==> config.mk <==
export PLATFORM = sky130hd
export DESIGN_NAME = disp_serial_rx
export DESIGN_NICKNAME = d
export VERILOG_FILES = /design/src/rtl/dsr_pkg.sv /design/src/rtl/dsr_line_sync.sv /design/src/rtl/dsr_shift_rx.sv /design/src/rtl/dsr_disp_latch.sv /design/src/rtl/disp_serial_rx.sv
export SDC_FILE = /design/constraint.sdc
export NUM_CORES = 1
export LEC_CHECK = 0
export ABC_CLOCK_PERIOD_IN_PS = 3040
export BUFFER_PORTS_ARGS = -buffer_cell sky130_fd_sc_hd__clkbuf_2
export CORE_MARGIN = 5
export CORE_UTILIZATION = 38
export CTS_CLUSTER_DIAMETER = 200
export CTS_CLUSTER_SIZE = 8
export DETAILED_ROUTE_END_ITERATION = 10
export HOLD_SLACK_MARGIN = 0.12
export SLEW_MARGIN = 20
export SYNTH_ARGS = -nofsm -noshare
export SYNTH_HDL_FRONTEND = slang
export SYNTH_SLANG_ARGS = --single-unit
==> constraint.sdc <==
create_clock -name clk -period 3.04 [get_ports clk]
set_clock_uncertainty 0.15 [all_clocks]
set_input_delay 0.608 -clock clk [delete_from_list [all_inputs] [get_ports clk]]
set_output_delay 0.608 -clock clk [all_outputs]
set_load 0.01 [all_outputs]
==> src/rtl/dsr_pkg.sv <==
package dsr_pkg;
  typedef enum logic [1:0] {
    RX_IDLE = 2'd0,
    RX_ADDR = 2'd1,
    RX_DATA = 2'd2,
    RX_SKIP = 2'd3
  } rx_state_e;
endpackage

==> src/rtl/dsr_line_sync.sv <==
// Synchronizes the link lines and derives the start, stop, clock-rise and enable-pulse events.
module dsr_line_sync #(
  parameter int STAGES = 2
) (
  input  logic clk,
  input  logic rst,
  input  logic dclk_i,
  input  logic dat_i,
  input  logic en_i,
  output logic start_o,
  output logic stop_o,
  output logic rise_o,
  output logic bit_o,
  output logic en_lvl_o,
  output logic en_rise_o
);
  localparam int NLINES = 3;
  localparam int CUR = STAGES - 1;
  localparam int PRV = STAGES;

  logic [NLINES-1:0] raw;
  logic [STAGES:0]   chain [NLINES];

  assign raw = {en_i, dat_i, dclk_i};

  // Chains reset to the idle-high level, so a line held high produces no edge.
  for (genvar g = 0; g < NLINES; g++) begin : g_line
    always_ff @(posedge clk) begin
      if (rst) chain[g] <= '1;
      else     chain[g] <= {chain[g][STAGES-1:0], raw[g]};
    end
  end

  logic c_cur, c_prv, d_cur, d_prv, e_cur, e_prv;
  assign c_cur = chain[0][CUR];
  assign c_prv = chain[0][PRV];
  assign d_cur = chain[1][CUR];
  assign d_prv = chain[1][PRV];
  assign e_cur = chain[2][CUR];
  assign e_prv = chain[2][PRV];

  assign start_o   = c_cur & c_prv & d_prv & ~d_cur;
  assign stop_o    = c_cur & c_prv & ~d_prv & d_cur;
  assign rise_o    = c_cur & ~c_prv;
  assign bit_o     = d_cur;
  assign en_lvl_o  = e_cur;
  assign en_rise_o = e_cur & ~e_prv & c_cur;

  p_cond_excl_r1: assert property (@(posedge clk) disable iff (rst)
    !(start_o && (stop_o || rise_o)));
endmodule

==> src/rtl/dsr_shift_rx.sv <==
// Framing state machine: address check, bit counting and the data shift register.
module dsr_shift_rx
  import dsr_pkg::*;
#(
  parameter int DATA_BITS = 128,
  parameter int ADDR_BITS = 8,
  parameter logic [ADDR_BITS-1:0] DEV_ADDR = 'h7E
) (
  input  logic                 clk,
  input  logic                 rst,
  input  logic                 start_i,
  input  logic                 stop_i,
  input  logic                 rise_i,
  input  logic                 bit_i,
  output logic [DATA_BITS-1:0] shreg_o,
  output logic                 blk_done_o
);
  localparam int MAXB  = (DATA_BITS > ADDR_BITS) ? DATA_BITS : ADDR_BITS;
  localparam int CNT_W = $clog2(MAXB);
  localparam logic [CNT_W-1:0] ADDR_LAST = CNT_W'(ADDR_BITS - 1);
  localparam logic [CNT_W-1:0] DATA_LAST = CNT_W'(DATA_BITS - 1);

  rx_state_e             state_q;
  logic [CNT_W-1:0]      cnt_q;
  logic [ADDR_BITS-1:0]  addr_q;
  logic [ADDR_BITS-1:0]  addr_nx;
  logic [DATA_BITS-1:0]  sr_q;
  logic                  gap_q;
  logic                  done_q;

  assign addr_nx = {addr_q[ADDR_BITS-2:0], bit_i};

  always_ff @(posedge clk) begin
    if (rst) begin
      state_q <= RX_IDLE;
      cnt_q   <= '0;
      addr_q  <= '0;
      sr_q    <= '0;
      gap_q   <= 1'b0;
      done_q  <= 1'b0;
    end else begin
      done_q <= 1'b0;
      if (start_i) begin
        state_q <= RX_ADDR;
        cnt_q   <= '0;
        addr_q  <= '0;
        gap_q   <= 1'b0;
      end else if (stop_i) begin
        state_q <= RX_IDLE;
        gap_q   <= 1'b0;
      end else if (rise_i) begin
        case (state_q)
          RX_ADDR: begin
            addr_q <= addr_nx;
            if (cnt_q == ADDR_LAST) begin
              cnt_q   <= '0;
              state_q <= (addr_nx == DEV_ADDR) ? RX_DATA : RX_SKIP;
            end else begin
              cnt_q <= cnt_q + 1'b1;
            end
          end
          RX_DATA: begin
            if (gap_q) begin
              gap_q <= 1'b0;
            end else begin
              sr_q <= {sr_q[DATA_BITS-2:0], bit_i};
              if (cnt_q == DATA_LAST) begin
                cnt_q  <= '0;
                gap_q  <= 1'b1;
                done_q <= 1'b1;
              end else begin
                cnt_q <= cnt_q + 1'b1;
              end
            end
          end
          default: ;
        endcase
      end
    end
  end

  assign shreg_o    = sr_q;
  assign blk_done_o = done_q;

  p_start_addr_r1: assert property (@(posedge clk) disable iff (rst)
    start_i |=> (state_q == RX_ADDR && cnt_q == '0));
  p_skip_sticks_r2: assert property (@(posedge clk) disable iff (rst)
    (state_q == RX_SKIP && !start_i) |=> state_q != RX_DATA);
  p_gap_edge_r7: assert property (@(posedge clk) disable iff (rst)
    (state_q == RX_DATA && gap_q && rise_i && !start_i && !stop_i)
      |=> ($stable(sr_q) && !gap_q && !done_q));
  p_stop_idle_r8: assert property (@(posedge clk) disable iff (rst)
    (stop_i && !start_i) |=> (state_q == RX_IDLE && !done_q));
endmodule

==> src/rtl/dsr_disp_latch.sv <==
// Display latch: loads on a completed block with enable high, or on an enable pulse.
module dsr_disp_latch #(
  parameter int DATA_BITS = 128
) (
  input  logic                 clk,
  input  logic                 rst,
  input  logic                 blk_done_i,
  input  logic                 en_lvl_i,
  input  logic                 en_rise_i,
  input  logic [DATA_BITS-1:0] shreg_i,
  output logic [DATA_BITS-1:0] word_o,
  output logic                 upd_o
);
  logic load;
  assign load = (blk_done_i & en_lvl_i) | en_rise_i;

  always_ff @(posedge clk) begin
    if (rst) begin
      word_o <= '0;
      upd_o  <= 1'b0;
    end else begin
      upd_o <= load;
      if (load) word_o <= shreg_i;
    end
  end

  p_auto_latch_r4: assert property (@(posedge clk) disable iff (rst)
    (blk_done_i && en_lvl_i) |=> (upd_o && word_o == $past(shreg_i)));
  p_no_auto_r5: assert property (@(posedge clk) disable iff (rst)
    (blk_done_i && !en_lvl_i && !en_rise_i) |=> !upd_o);
  p_word_hold_r10: assert property (@(posedge clk) disable iff (rst)
    !upd_o |-> $stable(word_o));
endmodule

==> src/rtl/disp_serial_rx.sv <==
module disp_serial_rx #(
  parameter int DATA_BITS   = 128,
  parameter int ADDR_BITS   = 8,
  parameter logic [ADDR_BITS-1:0] DEV_ADDR = 'h7E,
  parameter int SYNC_STAGES = 2
) (
  input  logic                 clk,
  input  logic                 rst,
  input  logic                 dclk_i,
  input  logic                 dat_i,
  input  logic                 en_i,
  output logic [DATA_BITS-1:0] disp_word_o,
  output logic                 disp_upd_o
);
  logic start_w, stop_w, rise_w, bit_w, en_lvl_w, en_rise_w;
  logic blk_done_w;
  logic [DATA_BITS-1:0] shreg_w;

  dsr_line_sync #(.STAGES(SYNC_STAGES)) u_sync (
    .clk      (clk),
    .rst      (rst),
    .dclk_i   (dclk_i),
    .dat_i    (dat_i),
    .en_i     (en_i),
    .start_o  (start_w),
    .stop_o   (stop_w),
    .rise_o   (rise_w),
    .bit_o    (bit_w),
    .en_lvl_o (en_lvl_w),
    .en_rise_o(en_rise_w)
  );

  dsr_shift_rx #(
    .DATA_BITS(DATA_BITS),
    .ADDR_BITS(ADDR_BITS),
    .DEV_ADDR (DEV_ADDR)
  ) u_rx (
    .clk       (clk),
    .rst       (rst),
    .start_i   (start_w),
    .stop_i    (stop_w),
    .rise_i    (rise_w),
    .bit_i     (bit_w),
    .shreg_o   (shreg_w),
    .blk_done_o(blk_done_w)
  );

  dsr_disp_latch #(.DATA_BITS(DATA_BITS)) u_latch (
    .clk       (clk),
    .rst       (rst),
    .blk_done_i(blk_done_w),
    .en_lvl_i  (en_lvl_w),
    .en_rise_i (en_rise_w),
    .shreg_i   (shreg_w),
    .word_o    (disp_word_o),
    .upd_o     (disp_upd_o)
  );

  p_reset_state_r9: assert property (@(posedge clk)
    $past(rst) |-> (disp_word_o == '0 && !disp_upd_o));
endmodule

## Word-level counts from Yosys, hierarchy flattened

Memories as Yosys holds them, arrays and structs flattened.
Cells that the tools add are included.

| operators by class | value |
|---|---|
| add/sub/neg operators | 1 |
| multiplexer cells | 18 |
| reduce and logical (&&, ||, !) cells | 13 |
| equal/unequal tests | 6 |
| bitwise operators | 22 |

Operators by type and width:

| kind | count |
|---|---|
| 2-to-1 mux 7 bit | 3 |
| case mux 7 bit (2 select lines) | 1 |
| 2-to-1 mux 1 bit | 11 |
| AND 1 bit | 9 |
| 2-to-1 mux 3 bit | 3 |
| inverter 1 bit | 9 |
| AND reduction 3 bit | 3 |
| nonzero test 3 bit | 3 |
| equality test 8 x 7 -> 1 bit (second input constant) | 1 |
| adder 7 x 1 -> 7 bit (second input constant) | 1 |
| equality test 7 x 3 -> 1 bit (second input constant) | 1 |
| equality test 7 bit (second input constant) | 1 |
| AND reduction 5 bit | 1 |
| OR reduction 5 bit | 1 |
| OR 1 bit | 4 |
| AND reduction 4 bit | 1 |
| OR reduction 3 bit | 1 |
| equality test 2 x 1 -> 1 bit (second input constant) | 1 |
| equality test 2 bit (second input constant) | 1 |
| inequality test 2 bit (second input constant) | 1 |
| AND reduction 2 bit | 1 |
| nonzero test 2 bit | 1 |
| OR reduction 2 bit | 1 |

| storage, ports and cells | value |
|---|---|
| register bits | 275 |
| memories | 1 |
| logic and storage cells | 70 |
| bits in writable memories | 9 |

Memory list:

| memory | depth | bits a word | rd ports | clocked after Yosys merged registers in | wr ports | line | source |
|---|---|---|---|---|---|---|---|
| u_sync.chain | 3 | 3 | 3 | 0 | 3 | dsr_line_sync.sv:22 | `logic [STAGES:0] chain [NLINES];` |

## Logic depth before layout (Yosys ltp)

Gate-level depths: netlist of run 1.
An unclocked memory read counts as a cell.

| logic depth | value |
|---|---|
| depth in word-level cells | 8 |
| gate-level depth with buffers | 7 |

## Cells and area by module

From an unflattened synthesis of run 1, not the netlist that was laid out.

| unflattened totals | value |
|---|---|
| cell total of the unflattened synthesis | 1,225 |
| area total of the unflattened synthesis | 11,270.8 sq um |

By module, submodules not included:

| module | area an instance (sq um) | times used | sequential area each (sq um) | cells each |
|---|---|---|---|---|
| dsr_disp_latch | 5,775.5 | 1 | 2,582.5 | 557 |
| dsr_shift_rx | 5,223.8 | 1 | 2,922.8 | 646 |
| dsr_line_sync | 271.5 | 1 | 180.2 | 22 |

## Worst setup path before layout of run 1

Ideal clock, no wire load.

| path | value |
|---|---|
| path kind | input-to-reg |
| from | input rst |
| to | register u_rx.cnt_q[6] |
| stages on the path | 4 |
| buffers on the path | 1 |
| slack | 1.198 ns |
| data arrival time | 1.605 ns |
| cells stage by stage | clkbuf_1 > a41o_1 > or4_1 > o31ai_1 |

| between the ends | value |
|---|---|
| longest elaborated chain between the ends | 1 |

RTL lines:

| element | line | source |
|---|---|---|
| start: declaration | disp_serial_rx.sv:8 | `input logic rst,` |
| OR reduction 2 bit (no source line) | - |  |
| end signal: assignment | dsr_shift_rx.sv:59 | `cnt_q <= cnt_q + 1'b1;` |
| end signal: assignment | dsr_shift_rx.sv:72 | `cnt_q <= cnt_q + 1'b1;` |
| end: declaration | dsr_shift_rx.sv:24 | `logic [CNT_W-1:0] cnt_q;` |

No other way between the ends.
A chain may end at the register's enable or synchronous reset.

==> summary.md, run 1 <==
| Metric | Value |
|---|---|
| Area share of the largest cell type after synthesis | 57.6% |
| Number of fill cells | 2,563 |
| Worst slack at placement | 876 ps |
| Power per cell area | 662 mW/mm2 |
| Part of the total power dissipated in the clock network | 51.0% |
| Startpoint kind of the worst setup timing path | register |
| Area of the multi-input gates | 0.00381 mm2 |
| Net switching power of the design | 1560 uW |
| DRT iter0 DRCs | 516 |
| Total nets after synthesis | 1,233 |
| Later-pin clock latency in the skew report | 510 ps |
| Proportion of layout cells with a drive suffix above 1 | 15.7% |
| Number of detailed-route iterations in the first pass | 5 |
| Clk root buf | sky130_fd_sc_hd__clkbuf_16 |
| Area overhead of the layout relative to synthesis | 20.5% |
| Seq/Total Area, Yosys | 57.6% |
| Crit path setup slack, layout | 984 ps |
| NumNets Final | 1,333 |
| Max Clk Rate | 486 MHz |
| First-pass GRT wire length | 37,100 um |
| Primary flip-flop cell chosen by synthesis mapping | sky130_fd_sc_hd__dfxtp_1 |
| Final-layout setup total negative slack | 0 ps |
| Actual slew at the worst max-slew pin | 764 ps |
| TritonCTS clock tree | yes |
| Setup crit end kind | register |
| Clock buffer depth | 3 |
| Post-layout min period | 2060 ps |
| Final wirelength | 22,100 um |
| Hold Path Cell Cnt | 2 |
| Area of the mapped netlist | 0.00988 mm2 |
| Worst max-slew margin expressed relative to the limit | 49.0% |
| Io pins | 134 |
| Arrival time reported for the critical path endpoint | 2330 ps |
| Pins over their slew limit | 0 |
| Core region area | 0.0258 mm2 |
| Die Footprint | 0.0293 mm2 |
| Number of H-tree levels | 2 |
| Outcome | completed |
| Min-delay worst type | in -> reg |
| Combinational fraction of design power | 1.5% |
| Final global-route overflow total | 0 |
| Classification of the worst setup path | reg -> reg |
| Horizontal die dimension | 171 um |
| Overall Global Routing Usage | 14.9% |
| Vertical die dimension | 171 um |
| #FFs+latches synth | 284 |
| Count of input and output buffers | 133 |
| Initial core utilization | 38.2% |
| Unrepaired setup endpoints after global routing | false |
| # setup viols final | 0 |
| Wire per inst | 13.3 um |
| Remaining DRCs | 0 |
| Cell depth of the worst flop-to-flop path | 5 |
| Detailed Place HPWL | 12,900 um |
| Number of max-cap violations | 0 |
| Hold buffer count at cts | 1 |
| FFs w/ async S/R, synth | 0% |
| Leakage power summed over all cells | 0.00422 uW |
| Via count | 8,075 |
| Number of buffers created by CTS | 41 |
| Final period utilization | 67.6% |
| Number of antenna violations at the first check in global routing | 0 |
| Count of flip-flops with a built-in enable after synthesis | 0 |
| Critical path's largest stage delay | 520 ps |
| Clock sink total | 284 |
| Global placer's final weighted congestion | 0.771 |
| Setup Buffers After CTS | 0 |
| Distinct cells, synth | 42 |
| Clock slew seen by the registers of the worst setup and hold paths | 50 ps |
| Average instance area after synthesis | 8.05 um2 |
| Max VDD drop | 0.000370 V |
| Pin count of the biggest net entering global routing | 151 |
| WP data required | 3320 ps |
| Standard cell with the maximum stage delay on the critical path | sky130_fd_sc_hd__or2_4 |
| Ranking of synthesized cells by area | sky130_fd_sc_hd__dfxtp_1 58%, sky130_fd_sc_hd__nand2_1 20%, sky130_fd_sc_hd__a21oi_1 13% |
| Ordered list of cells on the worst path | nand4bb_1 > or2_4 > buf_12 > nand2_1 > a21oi_1 |
| Sequential share of power | 47.6% |
| DRT antenna net count | 0 |
| Instance count of the mapped netlist | 1,227 |
| Net Sw Frac | 19.9% |
| Synth warn | 0 |
| Site row count | 59 |
| Largest fanout on the critical path | 53 |
| Total of cells resized after clock tree synthesis | 0 |
| Final hold vios | 0 |
| Total inserted antenna cells | 0 |
| Area used by sequential logic in the layout | 0.00569 mm2 |
| Number of global-route vias before repair | 7,618 |
| Internal power of the cells | 6310 uW |
| Biggest area consumer among synthesized cells | sky130_fd_sc_hd__dfxtp_1 |
| Total power | 7870 uW |
| Vias per Instance | 4.85 |
## power groups by stage
stage                     Combinational [uW]  Clock, uW  Sequential [uW]
after floorplan                         86.4          0             3810
after global placement                   115          0             3820
after detailed placement                 116          0             3820
after CTS                                116       4150             3740
after global routing                     127       4300             3740
final                                    114       4010             3740
## layout make-up
cell class	count	area share [%]
sequential	284	47.8
multi-input combinational	852	32.0
tap	335	3.52
clock buffer	43	9.05
inverter	2	0.0631
timing repair buffer	146	7.25
clock inverter	2	0.326
## sequential cells by signal (all words and copies together) (netlist names)
signal and flops:
u_latch.upd_o 1, u_rx.blk_done_o 1, u_rx.addr_q 7, u_latch.word_o 128, u_sync.chain 9, u_rx.state_q 2
u_rx.gap_q 1, u_rx.shreg_o 128, u_rx.cnt_q 7
## metal layers
layer / track usage, % / vias up / wire [um]
met5: 0 / - / 0
li1: - / 4156 / -
met3: 3.63 / 39 / 1200
met2: 23.6 / 167 / 9780
met4: 4.65 / 0 / 475
met1: 20.3 / 3713 / 10600
## synthesized netlist by cell type (all sizes together) (2+ instances only)
library cell and count:
nand2 516, and3 4, or2 10, o211ai 2, nor3b 2, buf 55
nor2b 2, and2b 2, o21a 2, dfxtp 284, nor2 10, a31oi 2
inv 2, nor3 5, xor2 5, nand3 2, mux2i 8, and2 2
o21ai 4, clkbuf 34, a21oi 259
## metrics by stage
| step | hold slack [ps] | area, um2 | std cells | util [%] |
|---|---|---|---|---|
| final | 149 | 11900 | 1664 | 46.0 |
| after global routing | 137 | 11900 | 1664 | 46.0 |
| after CTS | 122 | 11900 | 1664 | 46.0 |
| after detailed placement | 248 | 10800 | 1618 | 41.7 |
| after global placement | 246 | 10800 | 1618 | 41.7 |
| after floorplan | 239 | 9880 | 1227 | - |
## final timing paths
kind                            from                  to  slack [ps]
setup / recovery  u_sync.chain[0][2]    u_rx.shreg_o[34]         980
hold / removal                  en_i  u_sync.chain[2][0]         150
setup reg to reg  u_sync.chain[0][2]    u_rx.shreg_o[34]         980
hold reg to reg   u_sync.chain[0][0]  u_sync.chain[0][1]         250
## kinds of logic after synthesis
kind of cell             share of synthesized area, %
AND/OR/NAND/NOR                                  22.5
flip-flops                                       57.6
adder cells (fa/ha/maj)                         0.127
buffers and inverters                            4.17
XOR/XNOR                                        0.443
AO/OA/AOI/OAI                                    14.4
multiplexers                                    0.811
## critical path, delay by kind of cell (launching register included)
kind	cells	cell delay [ps]
buf+inv	1	310
flops	1	440
simple gates	3	870
compound gates	1	160
## placed cells by master, fill, tap and decap left out, types with 4 or more instances in the layout
cell type / n
sky130_fd_sc_hd__buf_12: 7
sky130_fd_sc_hd__dfxtp_1: 284
sky130_fd_sc_hd__clkbuf_2: 132
sky130_fd_sc_hd__and3_1: 4
sky130_fd_sc_hd__buf_4: 5
sky130_fd_sc_hd__clkbuf_16: 43
sky130_fd_sc_hd__or2_2: 9
sky130_fd_sc_hd__nand2_1: 516
sky130_fd_sc_hd__xor2_1: 5
sky130_fd_sc_hd__nor2_1: 9
sky130_fd_sc_hd__mux2i_1: 8
sky130_fd_sc_hd__a21oi_1: 259
sky130_fd_sc_hd__nor3_1: 4
No activity file was read; power rests on OpenSTA's default activity.
==> inputs of run 2 (changes only) <==
--- a/config.mk
+++ b/config.mk
@@ -5,7 +5,7 @@
 export SDC_FILE = /design/constraint.sdc
 export NUM_CORES = 1
 export LEC_CHECK = 0
-export ABC_CLOCK_PERIOD_IN_PS = 3040
+export ABC_CLOCK_PERIOD_IN_PS = 1650
 export BUFFER_PORTS_ARGS = -buffer_cell sky130_fd_sc_hd__clkbuf_2
 export CORE_MARGIN = 5
 export CORE_UTILIZATION = 38
==> constraint.sdc (replaced) <==
create_clock -name clk -period 1.65 [get_ports clk]
set_clock_uncertainty 0.15 [all_clocks]
set_input_delay 0.33 -clock clk [delete_from_list [all_inputs] [get_ports clk]]
set_output_delay 0.33 -clock clk [all_outputs]
set_load 0.01 [all_outputs]
==> run 2 against run 1 <==
  * Critical endpoint is now u_rx.shreg_o[87]
  * Fmax rose by 24%
  * Sequential cell count unchanged
  * The run now ends with setup timing left
  * Largest power group unchanged
  * Sequential share of layout area decreased by 2.9 points
  * Largest cell class unchanged
  * Hold slack got worse by 1.7 ps
  * Global-route usage shrank 0.17 points
==> summary.md, run 2 (synthesized netlist as in run 1, its figures left out) <==
| Metric | Value |
|---|---|
| Number of placed cells counting well taps | 1,646 |
| Overall Global Routing Usage | 14.8% |
| Global placer's final weighted congestion | 0.744 |
| Setup crit end kind | register |
| Area used by sequential logic in the layout | 0.00569 mm2 |
| Vias per Instance | 4.90 |
| Final hold vios | 0 |
| Clock slew seen by the registers of the worst setup and hold paths | 50 ps |
| Core region area | 0.0258 mm2 |
| Number of max-cap violations | 0 |
| Clk root buf | sky130_fd_sc_hd__clkbuf_16 |
| Critical path's largest stage delay | 340 ps |
| Wire per inst | 14.0 um |
| Clock buffer depth | 3 |
| Die Footprint | 0.0293 mm2 |
| Non-filler cells in the finished layout | 1,705 |
| Detailed Place HPWL | 13,900 um |
| Pin count of the biggest net entering global routing | 72 |
| Vertical die dimension | 171 um |
| Ordered list of cells on the worst path | nand4bb_1 > buf_4 > nor2_4 > buf_4 > buf_12 > nand2_1 > a21oi_1 |
| Count of input and output buffers | 133 |
| Number of antenna violations at the first check in global routing | 0 |
| Site row count | 59 |
| Via count | 8,349 |
| Hold WS | 148 ps |
| DRT iter0 DRCs | 399 |
| Later-pin clock latency in the skew report | 500 ps |
| Crit path setup slack, layout | -6.92 ps |
| Number of H-tree levels | 2 |
| Area overhead of the layout relative to synthesis | 28.4% |
| Startpoint kind of the worst setup timing path | register |
| Number of fill cells | 2,536 |
| Critical path buffer and inverter count | 3 |
| DRT antenna net count | 0 |
| Final wirelength | 23,900 um |
| First-pass GRT wire length | 36,800 um |
| Initial core utilization | 38.2% |
| Kind of cell adding the most delay to the critical path | buffers and inverters |
| NumNets Final | 1,374 |
| Max Clk Rate | 604 MHz |
| Classification of the worst setup path | reg -> reg |
| Top library cells by usage in the layout, fill and taps aside | 516 x sky130_fd_sc_hd__nand2_1, 282 x sky130_fd_sc_hd__dfxtp_1, 208 x sky130_fd_sc_hd__a21oi_1, 132 x sky130_fd_sc_hd__clkbuf_2, 51 x sky130_fd_sc_hd__a21oi_2 |
| Unrepaired setup endpoints after global routing | true |
| Outcome | complete, but fails checks |
| Number of global-route vias before repair | 7,589 |
| Area of the multi-input gates | 0.00400 mm2 |
| Arrival time reported for the critical path endpoint | 1930 ps |
| Proportion of layout cells with a drive suffix above 1 | 22.0% |
| Max VDD drop | 0.000649 V |
| Power per cell area | 1150 mW/mm2 |
| TritonCTS clock tree | yes |
| Clock sink total | 284 |
| Worst max-slew margin expressed relative to the limit | 73.7% |
| Horizontal die dimension | 171 um |
| Final period utilization | 100% |
| Violations in the final reports | setup timing |
| Cell with the most instances on the worst path | sky130_fd_sc_hd__buf_4 |
| Largest fanout on the critical path | 14 |
| Standard cell with the maximum stage delay on the critical path | sky130_fd_sc_hd__dfxtp_2 |
| # setup viols final | 1 |
| Final global-route overflow total | 0 |
| Most common library cell in the layout ignoring fill and taps | sky130_fd_sc_hd__nand2_1 |
| Worst slack at placement | 25.9 ps |
| Post-layout min period | 1660 ps |
| WP data required | 1920 ps |
| Leakage power summed over all cells | 0.00451 uW |
| Io pins | 134 |
| Actual slew at the worst max-slew pin | 393 ps |
| Total power | 14,600 uW |
| Remaining DRCs | 0 |
| Pins over their slew limit | 0 |
| Min-delay worst type | in -> reg |
| Number of detailed-route iterations in the first pass | 4 |
| Number of buffers created by CTS | 41 |
| Total inserted antenna cells | 0 |
-- run 2: changes by cell type in the layout (fill, tap and decap cells not counted), sizes merged --
cell	delta
buf	+34
clkbuf	+5
dlygate4sd3	+2
-- run 2: per-stage QoR --
stage	utilization, %	area, um2	TNS, ps
2_1_floorplan	-	9880	0
5_1_grt	49.1	12700	-4690
3_3_place_gp	43.1	11100	0
4_1_cts	47.6	12300	0
6_report	49.1	12700	-6.92
3_5_place_dp	43.1	11100	0
-- run 2: power by group --
part / switching (uW) / internal [uW] / leakage, uW
registers: 7.91 / 6890 / 0.00229
clock network: 2750 / 4690 / 0.000549
logic: 196 / 79.5 / 0.00168
total: 2960 / 11700 / 0.00451
-- run 2: path summary, 6_finish.rpt --
path	startpoint	end	slack, ps	depth (start not counted)
worst max-delay path	u_rx.state_q[0]	u_rx.shreg_o[87]	-7	7
worst min-delay path	rst	u_rx.cnt_q[6]	150	4
worst max register to register	u_rx.state_q[0]	u_rx.shreg_o[87]	-7	7
worst min register to register	u_sync.chain[2][0]	u_sync.chain[2][1]	270	1
-- run 2: timing repair --
action | 4_1_cts | 5_1_grt
setup buffers | 0 | 4
resized for setup | 0 | 59
setup endpoints to repair | 0 | 229
hold endpoints to repair | 3 | 0
hold buffers | 3 | 0
-- run 2: worst reg2reg max path: stages, from the launching register on --
cell and delay [ps]:
sky130_fd_sc_hd__dfxtp_2 340, sky130_fd_sc_hd__nand4bb_1 220, sky130_fd_sc_hd__buf_4 170, sky130_fd_sc_hd__nor2_4 160, sky130_fd_sc_hd__buf_4 170, sky130_fd_sc_hd__buf_12 150, sky130_fd_sc_hd__nand2_1 60, sky130_fd_sc_hd__a21oi_1 150
-- run 2: layout make-up --
| cell class | count | area share, % |
|---|---|---|
| clock buffer | 43 | 8.48 |
| clock inverter | 2 | 0.306 |
| sequential | 284 | 44.8 |
| timing repair buffer | 187 | 11.5 |
| inverter | 2 | 0.0592 |
| tap | 335 | 3.30 |
| multi-input combinational | 852 | 31.5 |
-- run 2: layer usage --
metal / global-route usage (%) / wire length [um]
met5: 0 / 0
met3: 3.26 / 1100
met4: 4.86 / 450
met2: 23.6 / 11000
met1: 20.0 / 11400
==> inputs of run 3 (changes only) <==
--- a/config.mk
+++ b/config.mk
@@ -7,7 +7,6 @@
 export LEC_CHECK = 0
 export ABC_CLOCK_PERIOD_IN_PS = 1650
 export BUFFER_PORTS_ARGS = -buffer_cell sky130_fd_sc_hd__clkbuf_2
-export CORE_MARGIN = 5
 export CORE_UTILIZATION = 38
 export CTS_CLUSTER_DIAMETER = 200
 export CTS_CLUSTER_SIZE = 8
==> run 3 against run 2 <==
  * Non-clock buffer count fell by 10
  * Cell count fell by 0.94%
  * Power fell by 1.8%
  * Sequential share of layout area rose by 1.4 points
  * Via count fell by 2.3%
  * The flow now finishes without violations
==> summary.md, run 3 (synthesized netlist as in run 1, its figures left out) <==
| Metric | Value |
|---|---|
| Pin count of the biggest net entering global routing | 128 |
| Capture instance of the worst register-to-register path | u_rx.shreg_o[100] |
| Setup crit end kind | register |
| Clk root buf | sky130_fd_sc_hd__clkbuf_16 |
| # setup viols final | 0 |
| Outcome | completed |
| Area overhead of the layout relative to synthesis | 24.8% |
| Detailed Place HPWL | 13,200 um |
| Vertical die dimension | 163 um |
| Number of detailed-route iterations in the first pass | 5 |
| Clock slew seen by the registers of the worst setup and hold paths | 50 ps |
| Final hold vios | 0 |
| Startpoint kind of the worst setup timing path | register |
| Final period utilization | 96.9% |
| Post-layout min period | 1600 ps |
| Actual slew at the worst max-slew pin | 566 ps |
| Final wirelength | 22,000 um |
| Number of max-cap violations | 0 |
| Share of the core filled with cells | 48.6% |
| TritonCTS clock tree | yes |
| Pins over their slew limit | 0 |
| Count of input and output buffers | 133 |
| Overall Global Routing Usage | 16.4% |
| Number of global-route vias before repair | 7,607 |
| Top library cells by usage in the layout, fill and taps aside | 516 x sky130_fd_sc_hd__nand2_1, 280 x sky130_fd_sc_hd__dfxtp_1, 259 x sky130_fd_sc_hd__a21oi_1, 132 x sky130_fd_sc_hd__clkbuf_2, 43 x sky130_fd_sc_hd__clkbuf_16 |
| Die Footprint | 0.0266 mm2 |
| Total inserted antenna cells | 0 |
| Number of antenna violations at the first check in global routing | 0 |
| Proportion of layout cells with a drive suffix above 1 | 17.9% |
| Hold Path Cell Cnt | 4 |
| NumNets Final | 1,364 |
| Horizontal die dimension | 163 um |
| Power per cell area | 1170 mW/mm2 |
| Max Clk Rate | 626 MHz |
| DRT iter0 DRCs | 408 |
| Wire per inst | 13.0 um |
| Worst max-slew margin expressed relative to the limit | 62.2% |
| Io pins | 134 |
| Clock sink total | 284 |
| Final global-route overflow total | 0 |
| Initial core utilization | 39.0% |
| Clock buffer depth | 3 |
| Via count | 8,157 |
| Number of buffers created by CTS | 41 |
| Hold Path Sink | u_rx.cnt_q[6] |
| DRT antenna net count | 0 |
| WP data required | 1860 ps |
| Worst hold path startpoint | rst |
| Arrival time reported for the critical path endpoint | 1810 ps |
| Min-delay worst type | in -> reg |
| Global placer's final weighted congestion | 0.767 |
| Leakage power summed over all cells | 0.00443 uW |
| Number of H-tree levels | 2 |
| Remaining DRCs | 0 |
| Reg2reg start | u_rx.state_q[0] |
| Max VDD drop | 0.000623 V |
| First-pass GRT wire length | 36,700 um |
| Final-layout setup total negative slack | 0 ps |
| Most common library cell in the layout ignoring fill and taps | sky130_fd_sc_hd__nand2_1 |
| Reg-to-reg setup timing slack | 50 ps |
| Unrepaired setup endpoints after global routing | true |
| Site row count | 58 |
| Later-pin clock latency in the skew report | 500 ps |
| Classification of the worst setup path | reg -> reg |
| Cell depth of the worst flop-to-flop path | 5 |
| Largest fanout on the critical path | 27 |
| Vias per Instance | 4.83 |
| Core region area | 0.0253 mm2 |
[run 3: final cells by class]
cell class,instances,area [um2]
clock buffers,41,1030
clock inverters,3,47.5
fillers,2488,13000
inverters,2,7.51
multi-input cells,852,3840
flip-flops and latches,284,5700
well taps,330,413
repair buffers,177,1290
[run 3: power breakdown]
group	total (uW)	switching, uW	internal [uW]
logic	245	178	67.0
clock network	7220	2710	4510
registers	6890	9.05	6890
[run 3: worst max-delay path: stages, from the launching register on]
cell	delay, ps
sky130_fd_sc_hd__dfxtp_2	350
sky130_fd_sc_hd__nand4bb_4	230
sky130_fd_sc_hd__or2_4	390
sky130_fd_sc_hd__buf_12	200
sky130_fd_sc_hd__nand2_1	70
sky130_fd_sc_hd__a21oi_1	60
[run 3: how the worst max path moves through the flow]
stage	startpoint	cells after the start	slack (ps)	end
floorplan	rst	4	90	u_rx.cnt_q[6]
global placement	u_rx.state_q[0]	5	-3	u_rx.shreg_o[105]
detailed placement	u_rx.state_q[0]	5	-50	u_rx.shreg_o[114]
CTS	u_sync.chain[0][1]	4	10	u_rx.cnt_q[5]
global route	u_rx.state_q[0]	5	-10	u_rx.shreg_o[104]
finish	u_rx.state_q[0]	5	50	u_rx.shreg_o[100]
[run 3: what timing repair did]
action                                 4_1_cts  5_1_grt
resized for setup                            8        6
endpoints found under the hold margin        3        0
setup endpoints to repair                  115      233
setup buffers                                3        1
pin swaps                                    1        2
cloned                                       1        2
hold buffers                                 3        0
[run 3: per-stage QoR]
step	setup slack (ps)	power (uW)	hold slack [ps]	instances	area, um2
finish	51.9	14400	162	1689	12300
global route	-12.0	14900	152	1689	12300
CTS	10.3	14600	146	1686	12300
detailed placement	-46.3	7270	246	1635	11100
global placement	-3.25	7270	248	1635	11100
floorplan	85.7	7180	239	1227	9880
[run 3: metal layers]
metal / global-route usage (%) / vias up / part of all wire (%)
li1: - / 4219 / -
met1: 22.3 / 3752 / 49
met2: 25.8 / 153 / 44
met3: 3.68 / 33 / 5.2
met4: 5.10 / 0 / 1.5
met5: 0 / - / 0
